[src/rtl/srx_pkg.sv]
`timescale 1ns/1ps
package srx_pkg;

    // One received character with its error tags
    typedef struct packed {
        logic [7:0] data;
        logic       perr;
        logic       ferr;
        logic       brk;
    } srx_entry_t;

    typedef enum logic [2:0] {
        S_IDLE,
        S_START,
        S_DATA,
        S_PAR,
        S_STOP,
        S_HOLD
    } srx_state_t;

    // Index of the final data bit: 5 bits -> 4 ... 8 bits -> 7
    function automatic logic [2:0] last_bit_idx(input logic [1:0] wlen);
        return {1'b1, wlen};
    endfunction

    // Parity bit the transmitter should have sent (data already masked)
    function automatic logic parity_ref(input logic [7:0] d,
                                        input logic       even,
                                        input logic       stick);
        if (stick)
            return ~even;
        return (^d) ^ ~even;
    endfunction

    // Fill threshold selected by the trigger code
    function automatic int unsigned trig_level(input logic [1:0] sel);
        case (sel)
            2'd0:    return 1;
            2'd1:    return 4;
            2'd2:    return 8;
            default: return 14;
        endcase
    endfunction

endpackage

[src/rtl/srx_deser.sv]
`timescale 1ns/1ps
module srx_deser
    import srx_pkg::*;
#(
    parameter int unsigned OVS = 16
) (
    input  logic       clk,
    input  logic       rst,
    input  logic       tick,
    input  logic       rxd,
    input  logic [1:0] wlen,
    input  logic       par_en,
    input  logic       par_even,
    input  logic       par_stick,
    output logic       done,
    output srx_entry_t ent
);
    localparam int unsigned   CW   = $clog2(OVS);
    localparam logic [CW-1:0] MID  = CW'(OVS / 2 - 1);
    localparam logic [CW-1:0] LAST = CW'(OVS - 1);

    srx_state_t    state;
    logic [CW-1:0] tcnt;
    logic [2:0]    bidx;
    logic [7:0]    shreg;
    logic          par_bit;
    logic          all_low;
    logic          brk_now;

    assign brk_now = all_low && !rxd;

    always_ff @(posedge clk) begin
        if (rst) begin
            state   <= S_IDLE;
            tcnt    <= '0;
            bidx    <= '0;
            shreg   <= '0;
            par_bit <= 1'b0;
            all_low <= 1'b0;
            done    <= 1'b0;
            ent     <= '0;
        end else begin
            done <= 1'b0;
            if (tick) begin
                case (state)
                    S_IDLE: begin
                        if (!rxd) begin
                            state <= S_START;
                            tcnt  <= '0;
                        end
                    end
                    S_START: begin
                        if (tcnt == MID) begin
                            tcnt <= '0;
                            if (rxd) begin
                                state <= S_IDLE;          // false start
                            end else begin
                                state   <= S_DATA;
                                bidx    <= '0;
                                shreg   <= '0;
                                all_low <= 1'b1;
                            end
                        end else begin
                            tcnt <= tcnt + 1'b1;
                        end
                    end
                    S_DATA, S_PAR, S_STOP: begin
                        if (tcnt != LAST) begin
                            tcnt <= tcnt + 1'b1;
                        end else begin
                            tcnt <= '0;
                            if (state == S_DATA) begin
                                shreg[bidx] <= rxd;
                                all_low     <= all_low & ~rxd;
                                if (bidx == last_bit_idx(wlen))
                                    state <= par_en ? S_PAR : S_STOP;
                                else
                                    bidx <= bidx + 1'b1;
                            end else if (state == S_PAR) begin
                                par_bit <= rxd;
                                all_low <= all_low & ~rxd;
                                state   <= S_STOP;
                            end else begin
                                done      <= 1'b1;
                                ent.data  <= shreg;
                                ent.brk   <= brk_now;
                                ent.ferr  <= ~rxd;
                                ent.perr  <= par_en && !brk_now &&
                                             (par_bit != parity_ref(shreg, par_even, par_stick));
                                state     <= brk_now ? S_HOLD : S_IDLE;
                            end
                        end
                    end
                    S_HOLD: begin
                        if (rxd)
                            state <= S_IDLE;
                    end
                    default: state <= S_IDLE;
                endcase
            end
        end
    end

endmodule

[src/rtl/srx_rxfifo.sv]
`timescale 1ns/1ps
module srx_rxfifo
    import srx_pkg::*;
#(
    parameter int unsigned DEPTH = 16
) (
    input  logic                         clk,
    input  logic                         rst,
    input  logic                         clr,
    input  logic                         fifo_mode,
    input  logic                         push,
    input  logic                         pop,
    input  srx_entry_t                   wr_ent,
    output logic [7:0]                   head_data,
    output logic [$clog2(DEPTH+1)-1:0]   count,
    output logic                         accepted,
    output logic                         overflow,
    output logic                         err_any
);
    localparam int unsigned AW = $clog2(DEPTH);
    localparam int unsigned CW = $clog2(DEPTH + 1);

    srx_entry_t    mem [DEPTH];
    srx_entry_t    head;
    logic [AW-1:0] wp;
    logic [AW-1:0] rp;
    logic [CW-1:0] errcnt;
    logic          full, do_pop, do_push, do_repl, in_err, hd_err;

    assign head      = mem[rp];
    assign head_data = head.data;
    assign full      = fifo_mode ? (count == CW'(DEPTH)) : (count != '0);
    assign do_pop    = pop && (count != '0);
    assign do_push   = push && (!full || do_pop);
    assign do_repl   = push && full && !do_pop && !fifo_mode;
    assign accepted  = do_push || do_repl;
    assign overflow  = push && full && !do_pop;
    assign in_err    = wr_ent.perr | wr_ent.ferr | wr_ent.brk;
    assign hd_err    = head.perr | head.ferr | head.brk;
    assign err_any   = (errcnt != '0);

    always_ff @(posedge clk) begin
        if (do_push)
            mem[wp] <= wr_ent;
        else if (do_repl)
            mem[rp] <= wr_ent;
    end

    always_ff @(posedge clk) begin
        if (rst || clr) begin
            wp     <= '0;
            rp     <= '0;
            count  <= '0;
            errcnt <= '0;
        end else begin
            if (do_push) wp <= wp + 1'b1;
            if (do_pop)  rp <= rp + 1'b1;
            count  <= count + CW'(do_push) - CW'(do_pop);
            errcnt <= errcnt + CW'(do_push && in_err) + CW'(do_repl && in_err)
                             - CW'(do_pop && hd_err) - CW'(do_repl && hd_err);
        end
    end

endmodule

[src/rtl/serial_rx_status.sv]
`timescale 1ns/1ps
module serial_rx_status
    import srx_pkg::*;
#(
    parameter int unsigned DEPTH = 16,
    parameter int unsigned OVS   = 16
) (
    input  logic                       clk,
    input  logic                       rst,
    input  logic                       tick16,
    input  logic                       rx_in,
    input  logic [1:0]                 word_len,
    input  logic                       par_en,
    input  logic                       par_even,
    input  logic                       par_stick,
    input  logic                       fifo_en,
    input  logic [1:0]                 trig_sel,
    input  logic                       fifo_clr,
    input  logic                       rd_pop,
    input  logic                       rd_status,
    output logic [7:0]                 rx_char,
    output logic                       data_ready,
    output logic                       overrun,
    output logic                       parity_err,
    output logic                       frame_err,
    output logic                       break_det,
    output logic                       fifo_has_err,
    output logic                       trig_reached,
    output logic [$clog2(DEPTH+1)-1:0] fill_level
);
    srx_entry_t rx_ent;
    logic [7:0] head_data;
    logic       rx_done, acc, ovf, err_any, mode_q, flush;

    srx_deser #(.OVS(OVS)) u_deser (
        .clk       (clk),
        .rst       (rst),
        .tick      (tick16),
        .rxd       (rx_in),
        .wlen      (word_len),
        .par_en    (par_en),
        .par_even  (par_even),
        .par_stick (par_stick),
        .done      (rx_done),
        .ent       (rx_ent)
    );

    // Mode switch flushes the store, as does an explicit clear
    always_ff @(posedge clk) begin
        if (rst) mode_q <= 1'b0;
        else     mode_q <= fifo_en;
    end
    assign flush = fifo_clr || (fifo_en != mode_q);

    srx_rxfifo #(.DEPTH(DEPTH)) u_fifo (
        .clk       (clk),
        .rst       (rst),
        .clr       (flush),
        .fifo_mode (fifo_en),
        .push      (rx_done),
        .pop       (rd_pop),
        .wr_ent    (rx_ent),
        .head_data (head_data),
        .count     (fill_level),
        .accepted  (acc),
        .overflow  (ovf),
        .err_any   (err_any)
    );

    // Sticky line flags: a new event wins over a status read
    always_ff @(posedge clk) begin
        if (rst) begin
            overrun    <= 1'b0;
            parity_err <= 1'b0;
            frame_err  <= 1'b0;
            break_det  <= 1'b0;
        end else begin
            overrun    <= (overrun    && !rd_status) || ovf;
            parity_err <= (parity_err && !rd_status) || (acc && rx_ent.perr);
            frame_err  <= (frame_err  && !rd_status) || (acc && rx_ent.ferr);
            break_det  <= (break_det  && !rd_status) || (acc && rx_ent.brk);
        end
    end

    assign data_ready   = (fill_level != '0);
    assign rx_char      = data_ready ? head_data : 8'h00;
    assign fifo_has_err = fifo_en && err_any;
    assign trig_reached = fifo_en && (32'(fill_level) >= trig_level(trig_sel));

endmodule

[config.mk]
export PLATFORM = sky130hd
export DESIGN_NAME = serial_rx_status
export DESIGN_NICKNAME = d
export VERILOG_FILES = /design/src/rtl/srx_pkg.sv /design/src/rtl/srx_deser.sv /design/src/rtl/srx_rxfifo.sv /design/src/rtl/serial_rx_status.sv
export SDC_FILE = /design/constraint.sdc
export NUM_CORES = 1
export LEC_CHECK = 0
export BUFFER_PORTS_ARGS = -buffer_cell sky130_fd_sc_hd__buf_4
export CORE_UTILIZATION = 60
export DETAILED_ROUTE_END_ITERATION = 16
export PLACE_DENSITY = 0.8
export SLEW_MARGIN = 30
export SYNTH_ARGS = -nofsm -noshare
export SYNTH_HDL_FRONTEND = slang
export SYNTH_SLANG_ARGS = --single-unit
[constraint.sdc]
create_clock -name clk -period 3.95 [get_ports clk]
set_input_delay 0.5925 -clock clk [delete_from_list [all_inputs] [get_ports clk]]
set_output_delay 0.5925 -clock clk [all_outputs]
set_load 0.05 [all_outputs]
Yosys cells after proc, flatten, opt, wreduce, memory -nomap -nowiden. Memories as Yosys holds them, arrays and structs flattened. A register that Yosys moved wholly into a read port is not among the register bits. Cells that the tools add are included.

Flip-flop bits (word level): 55. Memory bits (writable): 176. Output and inout bits: 20. Word-level logic and storage cells: 186. Memories kept: 1.

Add/subtract/negate cells: 10. $lt $le $gt $ge: 3. Equality and inequality tests: 22. Multiplexer cells: 64. Bitwise operators: 13. Reductions and logical operators: 53.

Memories: u_fifo.mem (words 16, width 11, read ports 1, clocked after Yosys merged registers in 1, write ports 1, RTL line srx_rxfifo.sv:23) `srx_entry_t mem [DEPTH];`.

Operators with widths (number): 2-to-1 mux 3 bit (14); 2-to-1 mux 8 bit (5); greater-or-equal comparator 5 x 32 -> 1 bit (1); 2-to-1 mux 1 bit (29); 2-to-1 mux 4 bit (6); one-hot mux 4 bit (3 select lines) (2); logical AND 1 bit (22); AND reduction 6 bit (3); one-hot mux 8 bit (2 select lines) (1); adder 5 x 1 -> 5 bit (3); subtractor 5 x 1 -> 5 bit (3); adder 4 x 1 -> 4 bit, second input constant (3); one-hot mux 3 bit (4 select lines) (1); 2-to-1 mux 11 bit (1); OR reduction 11 bit (1); inequality test 2 bit, second input constant (5); AND reduction 5 bit (2); nonzero test 5 bit (2); bitwise mux 8 bit (1); logical OR 1 bit (8); parity 8 bit (1); NOT 1 bit (7); AND reduction 7 bit (1); equality test 3 x 2 -> 1 bit, second input constant (2); 30 further kinds (41).

Longest topological paths before layout. Gate-level depths: netlist (run 1).

Depth in word-level cells: 16. Mapped depth: 15. Mapped depth without buffers: 15.

Cells and area by module. From an unflattened synthesis (run 1), not the netlist that was laid out.

Cells, all modules: 687. Area, all modules: 9952.0 sq um.

By module, submodules not included: srx_rxfifo (times used 1, cells each 422, area each 7830.0 sq um, sequential area each 5725.5 sq um); srx_deser (times used 1, cells each 222, area each 1749.2 sq um, sequential area each 640.6 sq um); serial_rx_status (times used 1, cells each 43, area each 372.9 sq um, sequential area each 100.1 sq um).

Worst setup path before layout (run 1). No wires, ideal clock.

Path type: reg2reg. From: reg u_fifo.count[3]. To: reg u_fifo.errcnt[4]. Data arrival time: 3539 ps. Data required time: 3879 ps. Setup slack: 341 ps. Cell stages (with the launch flop): 15. Path buffers: 0. Clock period less this slack: 3609 ps. Cells stage by stage: dfxtp_1 > inv_1 > ha_1 > nor4b_2 > inv_1 > nand2_1 > nor2_1 > fa_1 > inv_1 > fa_1 > ha_1 > a21oi_1 > nor2_1 > or3_1 > a21oi_1.

Longest elaborated chain between the ends: 10. Elaborated cells between the ends (all ways): 19. Classes of those cells: add/sub: 4; eq/ne: 1; mux: 1; reduce/logical: 13.

Ends and longest elaborated chain: start, declared (RTL line srx_rxfifo.sv:15) `output logic [$clog2(DEPTH+1)-1:0] count,`; start signal, assigned (RTL line srx_rxfifo.sv:58) `count <= count + CW'(do_push) - CW'(do_pop);`; nonzero test 5 bit *; via data_ready (RTL line serial_rx_status.sv:22) `output logic data_ready,`; 2-to-1 mux 1 bit (RTL line srx_rxfifo.sv:32) `assign full = fifo_mode ? (count == CW'(DEPTH)) : (count != '0);`; logical NOT 1 bit (RTL line srx_rxfifo.sv:34) `assign do_push = push && (!full || do_pop);`; logical OR 1 bit (RTL line srx_rxfifo.sv:34); logical AND 1 bit (RTL line srx_rxfifo.sv:34); logical AND 1 bit (RTL line srx_rxfifo.sv:59) `errcnt <= errcnt + CW'(do_push && in_err) + CW'(do_repl && in_err)`; adder 5 x 1 -> 5 bit (2 in series) (RTL line srx_rxfifo.sv:59); subtractor 5 x 1 -> 5 bit (RTL line srx_rxfifo.sv:60) `- CW'(do_pop && hd_err) - CW'(do_repl && hd_err);`; subtractor 5 x 1 -> 5 bit * (RTL line srx_rxfifo.sv:60); end signal, assigned (RTL line srx_rxfifo.sv:59); end, declared (RTL line srx_rxfifo.sv:27) `logic [CW-1:0] errcnt;`.

Mark *: on every way through the listed nets, which the timed path passes. The rest lies on a longest branch. A chain may end at the register's enable or synchronous reset.

==> results of run 1 <==
## power groups by stage
| stage | registers [uW] | logic, uW | clock network (uW) |
|---|---|---|---|
| 6_report | 2630 | 80.5 | 2220 |
| 4_1_cts | 2630 | 79.6 | 2250 |
| 5_1_grt | 2630 | 88.9 | 2340 |
| 3_3_place_gp | 2680 | 77.0 | 0 |
| 2_1_floorplan | 2680 | 56.5 | 0 |
| 3_5_place_dp | 2680 | 79.3 | 0 |
## layout by cell type (no fill, tap or decap), drive strengths merged, types with 2 or more instances in the layout
cell and count:
or4 2, nor2b 10, a21boi 2, nor3b 4, inv 30, dfxtp 59
o21ai 24, nor3 15, clkbuf 29, a21oi 49, a31oi 6, mux2i 6
bufinv 3, xnor2 16, edfxtp 176, or3 5, mux2 2, nand2b 9
xor2 7, or4b 3, nand2 29, a211oi 3, nand4 2, nor4 11
buf 61, clkinv 5, o2111a 2, nor2 66, ha 19, and2 11
mux4 42, nand3 20, nor4b 2, a21o 2, fa 4, o2111ai 3
o21a 4, clkinvlp 4
## layer usage
metal | vias to the layer above | GRT usage (%) | wire length, um
met4 | 0 | 7.93 | 530
met2 | 237 | 47.2 | 11100
met1 | 3001 | 32.9 | 8330
met5 | - | 0 | 0
met3 | 38 | 3.28 | 1250
li1 | 2701 | - | -
## logic make-up after synthesis
kind of cell | Yosys count
flip-flops | 235
AND/OR/NAND/NOR | 194
AO/OA/AOI/OAI | 102
buffers and inverters | 60
multiplexers | 50
XOR/XNOR | 23
adder cells (fa/ha/maj) | 23
## state kept, by name, summed over array words and instances (netlist names), named ones only
| name | count |
|---|---|
| u_deser.all_low | 1 |
| u_deser.bidx | 3 |
| overrun | 1 |
| u_deser.tcnt | 4 |
| u_deser.par_bit | 1 |
| u_deser.done | 1 |
| u_deser.state | 3 |
| u_deser.ent | 11 |
| mode_q | 1 |
| break_det | 1 |
| frame_err | 1 |
| parity_err | 1 |
| u_deser.shreg | 8 |
| u_fifo.errcnt | 5 |
| u_fifo.mem | 176 |
| u_fifo.count | 5 |
| u_fifo.rp | 4 |
| u_fifo.wp | 4 |
## through the flow
step,utilization [%],setup WS (ps),power [uW]
after detailed placement,65.4,318,2760
final,70.4,164,4930
after global routing,70.4,-13.3,5060
after CTS,70.3,120,4950
after floorplan,-,341,2730
after global placement,65.4,442,2760
## worst min path at each step
stage                      from         endpoint  slack [ps]  cells past startpoint
2_1_floorplan  u_deser.shreg[0]   u_deser.ent[3]         450                      2
3_3_place_gp   u_deser.shreg[7]  u_deser.ent[10]         480                      2
3_5_place_dp   u_deser.shreg[7]  u_deser.ent[10]         470                      2
6_report                  rx_in   u_deser.ent[1]         450                      2
5_1_grt                   rx_in   u_deser.ent[1]         450                      2
4_1_cts                   rx_in   u_deser.ent[1]         430                      2
## cell type report
| type | count | area, um^2 |
|---|---|---|
| clock buffers | 29 | 639 |
| clock inverters | 12 | 141 |
| fillers | 1036 | 4720 |
| inverters | 30 | 113 |
| multi-input cells | 392 | 3130 |
| flip-flops and latches | 235 | 6470 |
| well taps | 216 | 270 |
| repair buffers | 61 | 458 |
==> metrics list, run 1 <==
- Clock tree synthesis inserted a total of 23 buffers.
- Of the total synthesized cell area, the portion taken by full adders, half adders and majority gates is 3.23%.
* Post-detailed-placement cell area: around 10000 um^2
- Die Wd: 130 um
- Gates resized during post-CTS repair numbered 0.
* Power density over the cells: 439 nW/um^2
- CTS saw 235 sinks.
* DIE AREA: 16900 um^2
- Sequential cells account for 53.3% of the total power.
- After the first detailed-routing iteration, the DRC count stood at 422.
- Worst hold slack: 446 ps
* Initial antenna violation count: 0
- Relative slew margins: 52.6%
* Post-synthesis mux area share: 10.4%
- Biggest fanout along the worst timing path: 18
- The flow ran to the end, and the final reports show no timing, DRC or antenna violations.
- Worst hold path type: primary input to flop
* DRC violations left: 0
- Relative contribution of combinational cells to total power: 1.6%
- Post-detail-place hpwl: 13300 um
* Dominant combinational cell family by area after synthesis: multiplexers
- The worst setup path is launched from a flop.
* Setup Crit Path Kind: flop to flop
* Number of levels the H-tree was split into: 1
- The endpoint identified for the worst register-to-register timing path is u_fifo.errcnt[4].
* Top FF cell, synth: sky130_fd_sc_hd__edfxtp_1
* Xor and xnor area share after synthesis: 2.04%
- Cell count after synthesis: ~690
* Most prevalent standard cell on the critical path: sky130_fd_sc_hd__a21oi_1
- GR Util All Layers: a little over a quarter
- Remaining number of nets flagged by the antenna check after routing: 0
- The first detailed-routing pass ran for 4 iterations.
- Diode count: 0
- Cell count along the critical path: 13
- Leading post-synthesis cells by instance count: 176 x sky130_fd_sc_hd__edfxtp_1, 65 x sky130_fd_sc_hd__nor2_1, 59 x sky130_fd_sc_hd__dfxtp_1
- For this design, the slowest cell found on the critical path is sky130_fd_sc_hd__fa_1.
* Fraction of power spent switching nets: 19.0%
- Non-filler instance count after layout: 975
- For this design the top-level I/O count stands at 35.
- Most frequent cell after synthesis: sky130_fd_sc_hd__edfxtp_1
- Share of final-layout standard cells stronger than drive strength 1: between 10% and 20%
* Vias per cell: just over 6
- Based on the critical path, the design can be clocked at up to 264 MHz.
- Clock transition at path regs: approximately 60 ps
- The synthesized netlist devotes 6.06% of its cell area to compound gates.
- Drt wl/cell: 21.8 um
* CP Data Arrival Time: 4200 ps
- Detailed routing inserted a total of 5977 vias.
* EDFF count, synth: between 150 and 200
- Cts-stage hold buffer count: 0
- The initial utilization of the core area, before any placement, comes to about three fifths.
* First-pass GRT wire length: 32500 um
* Sum of negative setup slack: 0 ps
- For this run, the post-layout net count is 781.
- The clock passes through at most 3 buffers.
- The number of nets in the synthesized netlist is 725.
* Instance count after placement with tap cells included: approximately 930
* Standard-cell rows: 46
- The number of cells on the worst reg-to-reg path is 13.
- After synthesis, the mean cell area works out to ~14 um^2.
- Post-synthesis async set-or-reset flop share: 0%
- Layout Area Growth over Synthesis: 13.9%
* Max-cap violations: 0
- VDD sags by at most 256 uV.
* Cells along the critical path: nor4_2 -> a21oi_1 -> mux4_2 -> mux2i_2 -> nor2_1 -> fa_1 -> inv_1 -> fa_1 -> ha_1 -> a21oi_1 -> nor2_1 -> or3_1 -> a21oi_1
* Post-route clock skew: 13.3 ps
* Area fraction in and, or, nand and nor cells after synthesis: 9.92%
* Finish-stage setup viols: 0
* Clock tree from TritonCTS: built
- Number of max-slew violations in the final report: 0
* Combined buffer and inverter count along the critical path: 1
- Entering global routing, the biggest net connects 32 pins.
* Number of global-route vias before repair: between 5000 and 6000
- Period minus WS final: 3790 ps
- The largest total area in the synthesized netlist belongs to sky130_fd_sc_hd__edfxtp_1.
* Area of the mapped netlist: 9850 um^2
- Once layout is done, the placed cells without fillers occupy ~11000 um^2.
- Setup slack on the worst flop-to-flop path: 160 ps
* Yosys warns: 0
- Timing endpoint of the critical path: u_fifo.errcnt[4]
- During placement, the flow inserted port buffers numbering 34.
- In this run the clock root is driven by a sky130_fd_sc_hd__clkbuf_16.
* Clock Power Share: approximately 45%
- After floorplanning, the core was sized to cover roughly 16000 um^2.
- For the pin with the worst max-slew slack, the measured transition is just over 700 ps.
- For the worst setup path, the data required time is 4360 ps.
- Post-CTS setup buffers: 0
- The congestion estimate from routability-driven global placement came to 0.858.
- Share of Yosys cell area claimed by the top area cell type: 53.6%
- The die is 130 um tall.
* Switching pwr: 938 uW
- The worst setup path is captured at a flop.
- Number of failing hold endpoints at the final stage: 0
- Number of synthesized register bits: 235
- Synthesis instantiated 54 different standard cells from the library.
- Largest stage delay on the critical path: 540 ps
* Leakage power: 0.00424 uW
- In the finished design, the share of the clock period the worst path needs comes to between 90 and 100%.
* Clock insertion delay at the later pin of the skew report: 490 ps
- Cell Int Power: between 3000 and 4000 uW
* Sequential element share of the synthesized area: between 60% and 70%
- Global routing finished with a remaining overflow of 0.
* Critical path's top delay family: adder cells
- By area the synthesized netlist is led by sky130_fd_sc_hd__edfxtp_1 54%, sky130_fd_sc_hd__dfxtp_1 12%, sky130_fd_sc_hd__mux4_2 9.6%.
- Post-detailed-routing wire length: around 21000 um
Note: power is estimated with default switching activity, not from simulation.
==> inputs of run 2 (changes only) <==
--- a/config.mk
+++ b/config.mk
@@ -6,9 +6,9 @@
 export NUM_CORES = 1
 export LEC_CHECK = 0
 export BUFFER_PORTS_ARGS = -buffer_cell sky130_fd_sc_hd__buf_4
-export CORE_UTILIZATION = 60
+export CORE_UTILIZATION = 40
 export DETAILED_ROUTE_END_ITERATION = 16
-export PLACE_DENSITY = 0.8
+export PLACE_DENSITY = 0.58
 export SLEW_MARGIN = 30
 export SYNTH_ARGS = -nofsm -noshare
 export SYNTH_HDL_FRONTEND = slang
==> run 2 against run 1 <==
  * Clock-buffer cell count rose by 2
  * Via count fell by 3.6%
  * Die area rose by 49%
  * Cell count rose by 11%
  * Combinational power barely moved
  * Core utilization fell by 23 points
  * Fmax rose by 6.8%
  * Routed wire length fell by 4.4%
  * Highest routed layer unchanged
==> metrics list, run 2 (synthesis results as in run 1) <==
* Initial antenna violation count: 0
* R2R Path End: u_fifo.errcnt[4]
- Remaining number of nets flagged by the antenna check after routing: 0
- Clock insertion delay at the later pin of the skew report: 520 ps
- Along the worst path, the maximum fanout reaches 18.
- Total via count in the routed design: slightly below 6000
- Dividing the detail-routed wire length by the instance count gives approximately 19 um.
* Aggregate global routing overflow: 0
- After clock tree synthesis, the flow added hold-fix buffers numbering 0.
* Diode count: 0
- Setup repair after global routing left no endpoint under its margin.
* First-pass GRT wire length: 32100 um
- The die is approximately 160 um tall.
* Worst hold path type: primary input to flop
- Excluding fillers, the count of instances in the completed layout stands at 1084.
- Instance count after placement with tap cells included: around 1000
- Ratio of final minimum period to clock period: between 80% and 90%
* Net count, final: just under 800
* Metal1 wirelength: 9290 um
- Number of global-route vias before repair: 5798
- IO buf count: 34
- Most frequent standard cell in the layout excluding fill and tap cells: sky130_fd_sc_hd__edfxtp_1
- Starting DRT DRC Count: 321
- DRC violations left: 0
- STA puts the critical path data required time at 4390 ps.
- The first TritonRoute pass finished after 4 iterations.
* Starting utilization of the core area: approximately two fifths
- Endpoint type of the worst setup path: flop
- Post-CTS setup buffers: 0
* Number of top-level pins: 35
- The routed design uses roughly 700 um of met3 wire.
- Max FFs per register: 176
- At the end of the flow the core is filled with cells to about 47%.
- Number of max-slew violations in the final report: 0
* Relative slew margins: 52.3%
- Slew at the pin closest to its max-slew limit: 714 ps
- Highest metal layer used by the detailed router: met4
- In this run the register-to-register setup slack is 410 ps.
* DIE AREA: 25300 um^2
* Share of final-layout standard cells stronger than drive strength 1: 19.3%
- The number of gates resized after CTS was 0.
- For this design the static power due to leakage is 0.00426 uW.
* Setup Crit Path Kind: flop to flop
- The clock passes through at most 3 buffers.
- Across the VDD grid, the largest voltage drop is 235 uV.
* Worst Hold Path EP: u_deser.ent[1]
- Largest registers in the final layout: u_fifo.mem x176, u_deser.ent x11, u_deser.shreg x8
* Die Wd: between 150 and 200 um
- Wire segments on met2 add up to 9970 um in the final route.
- Row generation in the floorplan step produced 57 rows.
* R2R cell count: 13
- Top achievable clock speed: about 280 MHz
- Clock transition at path regs: 60 ps
- Relative to the synthesized area, the layout overhead comes to 15.6%.
- The worst path in the final design needs a cycle of 3540 ps, including I/O delays and setup.
- The core region is 24200 um^2.
- Run status: finished clean
* Leading cell types in the layout, fill and taps excluded: 176 x sky130_fd_sc_hd__edfxtp_1, 65 x sky130_fd_sc_hd__nor2_1, 59 x sky130_fd_sc_hd__buf_4
- Sum of negative setup slack: 0 ps
- CTS placed an instance of sky130_fd_sc_hd__clkbuf_16 at the clock tree root.
- Summed over all nets, the half-perimeter wirelength after detailed placement is about 13000 um.
* Power density over the cells: 446 nW/um^2
- TritonCTS sink count: 235
- Post-detailed-routing wire length: 20300 um
* Largest reg by FF count: u_fifo.mem
* GR Util All Layers: 16.3%
* TritonCTS buffer count: 25
- Entering global routing, the biggest net connects 33 pins.
* Number of levels the H-tree was split into: 1
- Vias per cell: approximately 5.3
* Filler instances: 2104
* Finish-stage setup viols: 0
* Worst Hold Depth: 2
- Source of the worst hold timing path: rx_in
- Clock tree from TritonCTS: built
- CP Data Arrival Time: 3980 ps
* Post-route clock skew: 15.3 ps
* Max-cap violations: 0
- Last weighted congestion value of the routability-driven placer: 0.804
- The hold violation count in the final report was 0.
- CP Launch Type: flop
run 2: cell type report:
cell class | count | area (um^2) | area share, %
inverters | 30 | 113 | 0.989
clock buffers | 31 | 658 | 5.78
repair buffers | 59 | 443 | 3.89
multi-input cells | 392 | 3120 | 27.4
clock inverters | 13 | 175 | 1.54
flip-flops and latches | 235 | 6470 | 56.8
well taps | 324 | 405 | 3.56
run 2: per-layer routing:
metal / track usage, % / up-vias
met5: 0 / -
met4: 4.46 / 0
met3: 2.08 / 27
met2: 27.6 / 99
met1: 22.1 / 2934
li1: - / 2703
run 2: through the flow:
step	hold slack [ps]	setup WS [ps]	area [um^2]	total power (uW)
after detailed placement	479	401	10600	2760
after global placement	471	410	10600	2760
after CTS	381	354	11400	5130
after global routing	410	96.6	11400	5240
after floorplan	453	341	9850	2730
final	416	406	11400	5070
run 2: worst max-delay path by stage:
| stage | cells past startpoint | slack (ps) | startpoint | to |
|---|---|---|---|---|
| detailed placement | 13 | 400 | flop | u_fifo.errcnt[4] |
| global route | 14 | 100 | u_fifo.count[3] | u_fifo.errcnt[4] |
| finish | 13 | 410 | flop | u_fifo.errcnt[4] |
| global placement | 13 | 410 | flop | u_fifo.errcnt[4] |
| CTS | 5 | 350 | flop | rx_char[7] |
| floorplan | 14 | 340 | u_fifo.count[3] | u_fifo.errcnt[4] |
run 2: critical path, stage by stage (launching register included):
cell and delay [ps]:
sky130_fd_sc_hd__dfxtp_2 420, sky130_fd_sc_hd__nor4_1 300, sky130_fd_sc_hd__a21oi_1 80, sky130_fd_sc_hd__mux4_2 490
sky130_fd_sc_hd__mux2i_1 230, sky130_fd_sc_hd__nor2_1 100, sky130_fd_sc_hd__fa_1 530, sky130_fd_sc_hd__inv_1 50
sky130_fd_sc_hd__fa_1 380, sky130_fd_sc_hd__ha_1 200, sky130_fd_sc_hd__a21oi_1 150, sky130_fd_sc_hd__nor2_1 60
sky130_fd_sc_hd__or3_1 340, sky130_fd_sc_hd__a21oi_1 140
run 2: power by group:
| part | internal, uW | switching (uW) |
|---|---|---|
| clock | 1440 | 921 |
| combinational | 30.5 | 50.3 |
| sequential | 2620 | 9.21 |
==> inputs of run 3 (changes only) <==
--- a/config.mk
+++ b/config.mk
@@ -5,10 +5,11 @@
 export SDC_FILE = /design/constraint.sdc
 export NUM_CORES = 1
 export LEC_CHECK = 0
+export ABC_AREA = 1
 export BUFFER_PORTS_ARGS = -buffer_cell sky130_fd_sc_hd__buf_4
 export CORE_UTILIZATION = 40
 export DETAILED_ROUTE_END_ITERATION = 16
-export PLACE_DENSITY = 0.58
+export PLACE_DENSITY = 0.57
 export SLEW_MARGIN = 30
 export SYNTH_ARGS = -nofsm -noshare
 export SYNTH_HDL_FRONTEND = slang
==> run 3 against run 2 <==
  * Clock skew down 4.0 ps
  * First-iteration DRC count is 52% higher
  * Combinational power grew to 2.8 times the previous value
  * Synthesized cell count grew 38%
  * Clock power is 8% lower
==> metrics list, run 3 <==
- Once detailed placement completed, the half-perimeter wirelength came to between 10000 and 15000 um.
* GR Util All Layers: 17.6%
- After synthesis the cells add up to 10000 um^2.
- Dominant cell type by area after synthesis: sky130_fd_sc_hd__edfxtp_1
- After clock tree synthesis, the flow added hold-fix buffers numbering 0.
- In this run the worst path has a maximum fanout of between 50 and 60.
- Yosys warns: 0
- Starting utilization of the core area: 41.0%
- Post-synthesis adder-cell area fraction: under 10%
- Clock transition at path regs: 60 ps
- Aggregate global routing overflow: 0
- The routed design has between 20000 and 25000 um of wire.
* Max IR drop VDD: 286 uV
- Number of failing hold endpoints at the final stage: 0
* Share of Yosys cell area claimed by the top area cell type: 52.6%
- Post-synthesis async set-or-reset flop share: 0%
* Xor and xnor area share after synthesis: 0.611%
- The post-route netlist has 12.7% of its cells at a drive strength greater than 1.
* Finish-stage setup viols: 0
* Nets in the synthesized netlist: 988
* Total of cells resized after clock tree synthesis: 0
* TritonCTS sink count: 235
* Vias per cell: 5.06
* Setup Crit Path Kind: flop to output port
- For this run, the post-layout net count is 1046.
- Post-synthesis mux area share: 0%
* Layout Area Growth over Synthesis: 15.0%
* Source of the worst hold timing path: rst
- Along the worst hold path, the cell count comes to 2.
- CP Data Arrival Time: 2630 ps
- In this run the critical register-to-register path is captured at u_fifo.errcnt[2].
- Number of max-slew violations in the final report: 0
- The via count of the first global-routing pass was 6676.
- Max-cap violations: 0
- Sequential standard cell area: 6470 um^2
* CP Launch Type: flop
- Largest reg by FF count: u_fifo.mem
* Number of top-level pins: 35
* Starting DRT DRC Count: 487
- The register with the most flip-flops in the layout has between 150 and 200 of them.
* Most frequent standard cell in the layout excluding fill and tap cells: sky130_fd_sc_hd__edfxtp_1
- Run status: finished clean
- The floorplan step defined a die boundary enclosing about 26000 um^2.
* Top FF cell, synth: sky130_fd_sc_hd__edfxtp_1
- Yosys instantiated no cell more often than sky130_fd_sc_hd__edfxtp_1.
* Diode count: 0
* Synth top area cells: sky130_fd_sc_hd__edfxtp_1 53%, sky130_fd_sc_hd__dfxtp_1 12%, sky130_fd_sc_hd__nor2_1 5.9%
* Clock insertion delay at the later pin of the skew report: roughly 520 ps
- Filler instances: 2254
- Maximum number of pins on one net before global-route repair: 53
* Endpoint type of the worst setup path: output port
- Post-layout power: just over 5000 uW
* Number of levels the H-tree was split into: 1
* Setup slack on the worst flop-to-flop path: 780 ps
* Unrepaired setup endpoints after global routing: no
* Initial antenna violation count: 0
* Leading cell types in the layout, fill and taps excluded: 176 x sky130_fd_sc_hd__edfxtp_1, 158 x sky130_fd_sc_hd__nor2_1, 115 x sky130_fd_sc_hd__nand2_1
- Summed over all cells, the static leakage comes to 0.00467 uW.
- Core Area: 24500 um^2
* Clock tree from TritonCTS: built
- Relative slew margins: 56.3%
- Counting instances in the post-synthesis netlist gives the leading cell types as 176 x sky130_fd_sc_hd__edfxtp_1, 158 x sky130_fd_sc_hd__nor2_1, 115 x sky130_fd_sc_hd__nand2_1.
* TritonCTS buffer count: 25
* Power density over the cells: 437 nW/um^2
* First-pass GRT wire length: 36000 um
- The floorplan step set the die height to 160 um.
* Maximum buffer depth of the clock tree: 3
* Compound-cell area share of the yosys netlist: 11.6%
* Endpoint required time on the critical path: 3360 ps
- The initialized floorplan defines 57 standard-cell rows.
* Drt wl/cell: roughly 16 um
- R2R cell count: 14
* Sum of negative setup slack: 0 ps
* Clk root buf: sky130_fd_sc_hd__clkbuf_16
- Worst Hold Path EP: u_deser.bidx[1]
- Cell count after synthesis: 950
* Number of distinct library cell variants in the gate-level netlist after synthesis: 45
* Dominant combinational cell family by area after synthesis: simple AND/OR/NAND/NOR gates
- The worst hold path belongs to the class primary input to flop.
- Synthesis inferred 235 register bits.
* Total via count in the routed design: 6833
- In the final layout, the multi-input gates occupy approximately 3100 um^2.
* Post-route clock skew: 11.3 ps
* Top achievable clock speed: between 300 and 400 MHz
* Mean area per synthesized cell: 10.6 um^2
* Sequential element share of the synthesized area: 64.4%
- The number of setup buffers added after CTS is 0.
- Ratio of final minimum period to clock period: 81.6%
- DRC violations left: 0
* Area fraction in and, or, nand and nor cells after synthesis: 15.5%
- At the pin with the least slew margin, the transition time is 655 ps.
* IO buf count: 34
* Last weighted congestion value of the routability-driven placer: 0.788
* Largest registers in the final layout: u_fifo.mem x176, u_deser.ent x11, u_deser.shreg x8
- The smallest clock period supported by the final layout is computed as 3220 ps.
- Reg2Reg Launch Point: u_fifo.count[3]
* EDFF count, synth: 176
* Remaining number of nets flagged by the antenna check after routing: 0
- Measured along the x axis, the die boundary spans around 160 um.
- Before antenna repair, the detailed router went through 5 iterations.
run 3: worst max-delay path by stage:
stage	start	endpoint	slack, ps	cells after the start
6_report	flop	rx_char[6]	730	7
5_1_grt	u_fifo.count[3]	u_fifo.errcnt[4]	490	16
4_1_cts	flop	rx_char[6]	700	7
3_5_place_dp	u_fifo.count[3]	u_fifo.errcnt[2]	790	14
3_3_place_gp	u_fifo.count[3]	u_fifo.errcnt[2]	810	14
2_1_floorplan	u_fifo.count[3]	u_fifo.errcnt[2]	360	13
run 3: area by class of cell:
cell class,count,share of cell area [%]
repair buffers,65,4.23
inverters,86,2.82
flip-flops and latches,235,56.0
well taps,324,3.51
multi-input cells,595,26.9
clock inverters,12,0.748
clock buffers,34,5.80
run 3: critical path, stage by stage (launching register included):
cell,delay [ps]
sky130_fd_sc_hd__dfxtp_2,330
sky130_fd_sc_hd__buf_4,240
sky130_fd_sc_hd__buf_4,500
sky130_fd_sc_hd__o21ai_0,190
sky130_fd_sc_hd__o221ai_1,190
sky130_fd_sc_hd__nand3_1,130
sky130_fd_sc_hd__a21oi_1,260
sky130_fd_sc_hd__buf_4,240
run 3: through the flow:
step / utilization (%) / instances / hold WS (ps) / area, um^2 / setup WS, ps
after global routing: 47.2 / 1351 / 373 / 11500 / 493
final: 47.2 / 1351 / 379 / 11500 / 728
after global placement: 44.1 / 1305 / 459 / 10800 / 813
after CTS: 47.2 / 1351 / 360 / 11500 / 703
after detailed placement: 44.1 / 1305 / 467 / 10800 / 788
after floorplan: - / 950 / 442 / 10000 / 355
run 3: cells by family (layout without fill, tap and decap cells):
family / Yosys count / in the layout
AND/OR/NAND/NOR: 359 / 359
buffers and inverters: 120 / 197
adder cells (fa/ha/maj): 23 / 23
AO/OA/AOI/OAI: 206 / 206
XOR/XNOR: 7 / 7
flip-flops: 235 / 235
run 3: where the power goes:
group	leakage [uW]	internal, uW	switching (uW)	total, uW
sequential	0.00245	2630	18.8	2650
combinational	0.00185	75.0	152	227
clock	0.000366	1250	921	2170
total	0.00467	3960	1090	5050
run 3: metal layers:
metal | up-vias | track usage [%] | part of all wire [%]
met5 | - | 0 | 0
li1 | 3432 | - | -
met4 | 0 | 4.33 | 1.7
met2 | 141 | 28.8 | 46
met3 | 31 | 2.20 | 4.6
met1 | 3229 | 24.7 | 48
